**src/rtl/uart_regs.sv**
```systemverilog
module uart_regs #(
  parameter int CLKS_PER_BIT = 1250
) (
  input  logic       clk,
  input  logic       rst,
  input  logic       wr_en,
  input  logic       sel,
  input  logic [7:0] wdata,
  output logic [7:0] rdata,
  output logic       tx,
  input  logic       rx
);
  localparam int CW = $clog2(CLKS_PER_BIT + 1);
  localparam logic [CW-1:0] BIT_LAST  = CW'(CLKS_PER_BIT - 1);
  localparam logic [CW-1:0] HALF_LAST = CW'(CLKS_PER_BIT / 2 - 1);

  typedef enum logic [1:0] {RX_IDLE, RX_START, RX_DATA, RX_STOP} rx_st_t;

  logic [9:0]    tx_sh;
  logic [3:0]    tx_idx;
  logic [CW-1:0] tx_cnt;
  logic          tx_busy;

  logic          rx_s1, rx_s2, rx_s3;
  rx_st_t        rx_st;
  logic [CW-1:0] rx_cnt;
  logic [2:0]    rx_idx;
  logic [7:0]    rx_sh;
  logic [7:0]    rx_data;
  logic          rx_full;

  wire tx_go   = wr_en & ~sel & ~tx_busy;
  wire rx_done = (rx_st == RX_STOP) && (rx_cnt == BIT_LAST) && rx_s2;

  assign tx    = tx_sh[0];
  assign rdata = sel ? {6'b0, rx_full, tx_busy} : rx_data;

  always_ff @(posedge clk) begin
    if (rst) begin
      tx_sh   <= '1;
      tx_idx  <= '0;
      tx_cnt  <= '0;
      tx_busy <= 1'b0;
    end else if (tx_go) begin
      tx_sh   <= {1'b1, wdata, 1'b0};
      tx_idx  <= '0;
      tx_cnt  <= '0;
      tx_busy <= 1'b1;
    end else if (tx_busy) begin
      if (tx_cnt == BIT_LAST) begin
        tx_cnt <= '0;
        tx_sh  <= {1'b1, tx_sh[9:1]};
        tx_idx <= tx_idx + 4'd1;
        if (tx_idx == 4'd9) tx_busy <= 1'b0;
      end else begin
        tx_cnt <= tx_cnt + 1'b1;
      end
    end
  end

  always_ff @(posedge clk) begin
    if (rst) begin
      rx_s1   <= 1'b1;
      rx_s2   <= 1'b1;
      rx_s3   <= 1'b1;
      rx_st   <= RX_IDLE;
      rx_cnt  <= '0;
      rx_idx  <= '0;
      rx_sh   <= '0;
      rx_data <= '0;
      rx_full <= 1'b0;
    end else begin
      rx_s1 <= rx;
      rx_s2 <= rx_s1;
      rx_s3 <= rx_s2;
      case (rx_st)
        RX_IDLE:
          if (rx_s3 && !rx_s2) begin
            rx_st  <= RX_START;
            rx_cnt <= '0;
          end
        RX_START:
          if (rx_cnt == HALF_LAST) begin
            rx_cnt <= '0;
            rx_idx <= '0;
            rx_st  <= rx_s2 ? RX_IDLE : RX_DATA;
          end else begin
            rx_cnt <= rx_cnt + 1'b1;
          end
        RX_DATA:
          if (rx_cnt == BIT_LAST) begin
            rx_cnt <= '0;
            rx_sh  <= {rx_s2, rx_sh[7:1]};
            rx_idx <= rx_idx + 3'd1;
            if (rx_idx == 3'd7) rx_st <= RX_STOP;
          end else begin
            rx_cnt <= rx_cnt + 1'b1;
          end
        RX_STOP:
          if (rx_cnt == BIT_LAST) begin
            rx_cnt <= '0;
            rx_st  <= RX_IDLE;
          end else begin
            rx_cnt <= rx_cnt + 1'b1;
          end
        default: rx_st <= RX_IDLE;
      endcase
      if (rx_done) begin
        rx_data <= rx_sh;
        rx_full <= 1'b1;
      end else if (wr_en && sel) begin
        rx_full <= 1'b0;
      end
    end
  end
endmodule

```
**config.mk**
```make
export PLATFORM = sky130hd
export DESIGN_NAME = uart_regs
export DESIGN_NICKNAME = d
export VERILOG_FILES = /design/src/rtl/uart_regs.sv
export SDC_FILE = /design/constraint.sdc
export NUM_CORES = 1
export LEC_CHECK = 0
export ABC_CLOCK_PERIOD_IN_PS = 4000
export BUFFER_PORTS_ARGS = -buffer_cell sky130_fd_sc_hd__buf_2
export CORE_UTILIZATION = 55
export CTS_BUF_LIST = sky130_fd_sc_hd__clkbuf_4
export DETAILED_ROUTE_END_ITERATION = 12
export PLACE_DENSITY = 0.74
export SETUP_SLACK_MARGIN = 0.4
export SYNTH_ARGS = -nofsm -noshare
export SYNTH_HDL_FRONTEND = slang
export SYNTH_SLANG_ARGS = --single-unit
```
**constraint.sdc**
```tcl
create_clock -name clk -period 4 [get_ports clk]
set_clock_uncertainty 0.1 [all_clocks]
set_input_delay 0.8 -clock clk [delete_from_list [all_inputs] [get_ports clk]]
set_output_delay 0.8 -clock clk [all_outputs]
set_load 0.1 [all_outputs]
```
==> flow_summary.toml <==
[run_status]
status = "finished, final reports clean"

[floorplan]
num_io_pins = 22
initial_core_util = 0.591
rows = 25
die_w_um = 74.4
dieArea_sq_um = 5540
core-area_sq_um = 4880
die_h_um = 74.4

[place]
gp_congestion = 0.770
placed_area_sq_um = 3010
port-buffer-count = 21
place_hpwl_mm = 3.65
place_ws_ps = 1420

[setup_path]
path_cells = "buf_2, mux2_2, buf_2"
crit_path_end_kind = "output pin"
cpPeakStageDelay_ps = 360
critPathMaxFanout = 11
critPathLaunchType = "input pin"
slowest_stage = "mux2_2"
cp.arrival_ps = 1670
crit_top_cell = "buf_2"
critPathTopFamily = "buffers and inverters"
cp.required_ps = 3100
crit_type = "in -> out"
cp.buffers_inverters = 2

[sta]
fin_setup_tns_ps = 0
whs_ps = 322
layout_min_cycle_time_ps = 2570
fmax_mhz = 389
relSlewSlack = 0.292
finalMaxSlewViolations = 0
rsz0062_at_grt = "no"
timing.final.ws_setup_ps = 1430
worstMarginPinSlew_ps = 1060
setup_viol = 0
finalCritPeriodShare = 0.643
final_hold_viol_count = 0

[global_route]
grt_max_degree = 49
overflow = 0
top_usage_layer = "met2"
grt_antenna_before_repair = 0
met3_usage = 0.0596
grt_first_pass_wirelength_mm = 9.50
grt_util_met2 = 0.356
grt_util_met1 = 0.291
first_global_vias = 2125
grt_usage = 0.225

[clock_network]
clock_latency_ps = 380
cts.sinks = 61
cts_setup_buffers = 0
htree_levels = 3
cts.path.max_buffers = 2
cts_resized = 0
cts_hold_buf = 0
numCtsBuffers = 9
root_buffer = "clkbuf_4"
clkTransAtPathRegs_ps = 100
cts_tree = "done"

[min_path]
min_path_type = "reg -> reg"

[power]
comb_power_share = 0.096
p_seq_frac = 0.596
intPower_w = 0.000788
net-switching-power_w = 0.000282
switching_share = 0.264
powerDensity_nw_per_um2 = 345
power.share.clock = 0.308
ir_worst_vdd_v = 0.000273
p_total_w = 0.00107
p_leak_nw = 1.12

[finish]
layout_commonest_cell = "dfxtp_1"
finalInstanceArea_sq_um = 3110
drive_above_1_share = 0.130
layout_common_cells = "dfxtp_1 (61), nor2_1 (31), nand2_1 (24), a21oi_1 (24), buf_2 (21)"
syn_to_final_growth_pct = 7.68
nets = 364
n_antenna_cell = 0

[job]
drv_cap = 0

[synth]
synth_enable_flop_cells = 0
yosys.area.top_type = "dfxtp_1"
synthCells = 325
synth_nets = 347
yosysSeqAreaShare = 0.423
syn-cell-area_sq_um = 2890
synth_area_leaders = "dfxtp_1 (42%), a21oi_1 (4.2%), nor2_1 (4.0%)"
ys_ff_latch = 61
ys_async_sr_fraction = 0
ys_warn_count = 0
synth_top_flop_cell = "dfxtp_1"
synth.distinct_cells = 50
syn_area_per_cell_sq_um = 8.88
synth_top_area_share = 0.423

[detailed_routing]
totalWireLength_mm = 5.42
route.detailed.drc = 0
ant_nets = 0
via_per_inst = 5.72
drtPass1Iterations = 4
vias = 2364
post_drt_wl_per_cell_um = 13.1
drt_iter0_drc = 108
## cell usage after synthesis, drive strengths merged, types with 2 or more instances
library cell / count
or3: 3
o21a: 3
nand2b: 4
o22ai: 9
nor4: 6
clkbuf: 10
ha: 9
and3b: 2
and4: 2
or2: 3
and2: 5
nand2: 24
inv: 9
nand4: 10
dfxtp: 61
a211oi: 5
nor3: 6
o31a: 4
and4b: 2
xnor2: 2
and3: 2
a21o: 5
nand3: 15
a21oi: 24
nor2b: 7
buf: 6
a31oi: 4
xor2: 9
o21ai: 11
mux2i: 8
a221o: 5
mux2: 2
nor2: 31
nand3b: 4
## area by class of cell
class | instances | area, sq um
multi-input cells | 239 | 1560
inverters | 9 | 33.8
clock buffers | 11 | 82.6
fillers | 465 | 1770
well taps | 67 | 83.8
flip-flops and latches | 61 | 1220
clock inverters | 4 | 16.3
repair buffers | 22 | 113
## worst paths after layout
path | start | end | slack (ps) | depth (start not counted)
worst max-delay path | sel | rdata[0] | 1430 | 3
worst min-delay path | rx_s1$_SDFF_PP1_ | rx_s2$_SDFF_PP1_ | 320 | 1
worst max register to register | rx_cnt[0]$_SDFFE_PP0N_ | rx_cnt[0]$_SDFFE_PP0N_ | 1620 | 6
worst min register to register | rx_s1$_SDFF_PP1_ | rx_s2$_SDFF_PP1_ | 320 | 1
## power by group through the flow
stage | Sequential (W) | Clock (W) | Combinational, W
after floorplan | 0.000651 | 0 | 0.0000725
after global placement | 0.000651 | 0 | 0.000100
after detailed placement | 0.000652 | 0 | 0.000102
after CTS | 0.000638 | 0.000345 | 0.000103
after global routing | 0.000641 | 0.000365 | 0.000114
final | 0.000638 | 0.000330 | 0.000102
## flip-flops by register name (all words and copies together) (netlist names), named ones only
register  count
tx_idx        4
rx_s2         1
rx_full       1
rx_s3         1
rx_st         1
rx_s1         1
tx_busy       1
rx_idx        3
tx_cnt       11
rx_cnt       11
tx_sh         9
rx_sh         8
rx_data       8
## through the flow
stage | std cells | utilization
5_1_grt | 413 | 0.637
2_1_floorplan | 325 | -
6_report | 413 | 0.637
3_5_place_dp | 398 | 0.616
3_3_place_gp | 398 | 0.616
4_1_cts | 413 | 0.637
## cells by family (layout without fill, tap and decap cells)
group / after synthesis / after routing / share of synthesized area
simple gates: 133 / 133 / 0.262
compound gates: 76 / 76 / 0.170
flops: 61 / 61 / 0.423
buf+inv: 25 / 46 / 0.0373
xor+xnor: 11 / 11 / 0.0334
mux: 10 / 10 / 0.0356
fa+ha+maj: 9 / 9 / 0.0390
## metal layers
layer | vias to the layer above | wire, um
li1 | 1216 | -
met1 | 1107 | 2770
met2 | 34 | 2410
met3 | 7 | 175
met4 | 0 | 59
met5 | - | 0
No activity file was read; power rests on OpenSTA's default activity.
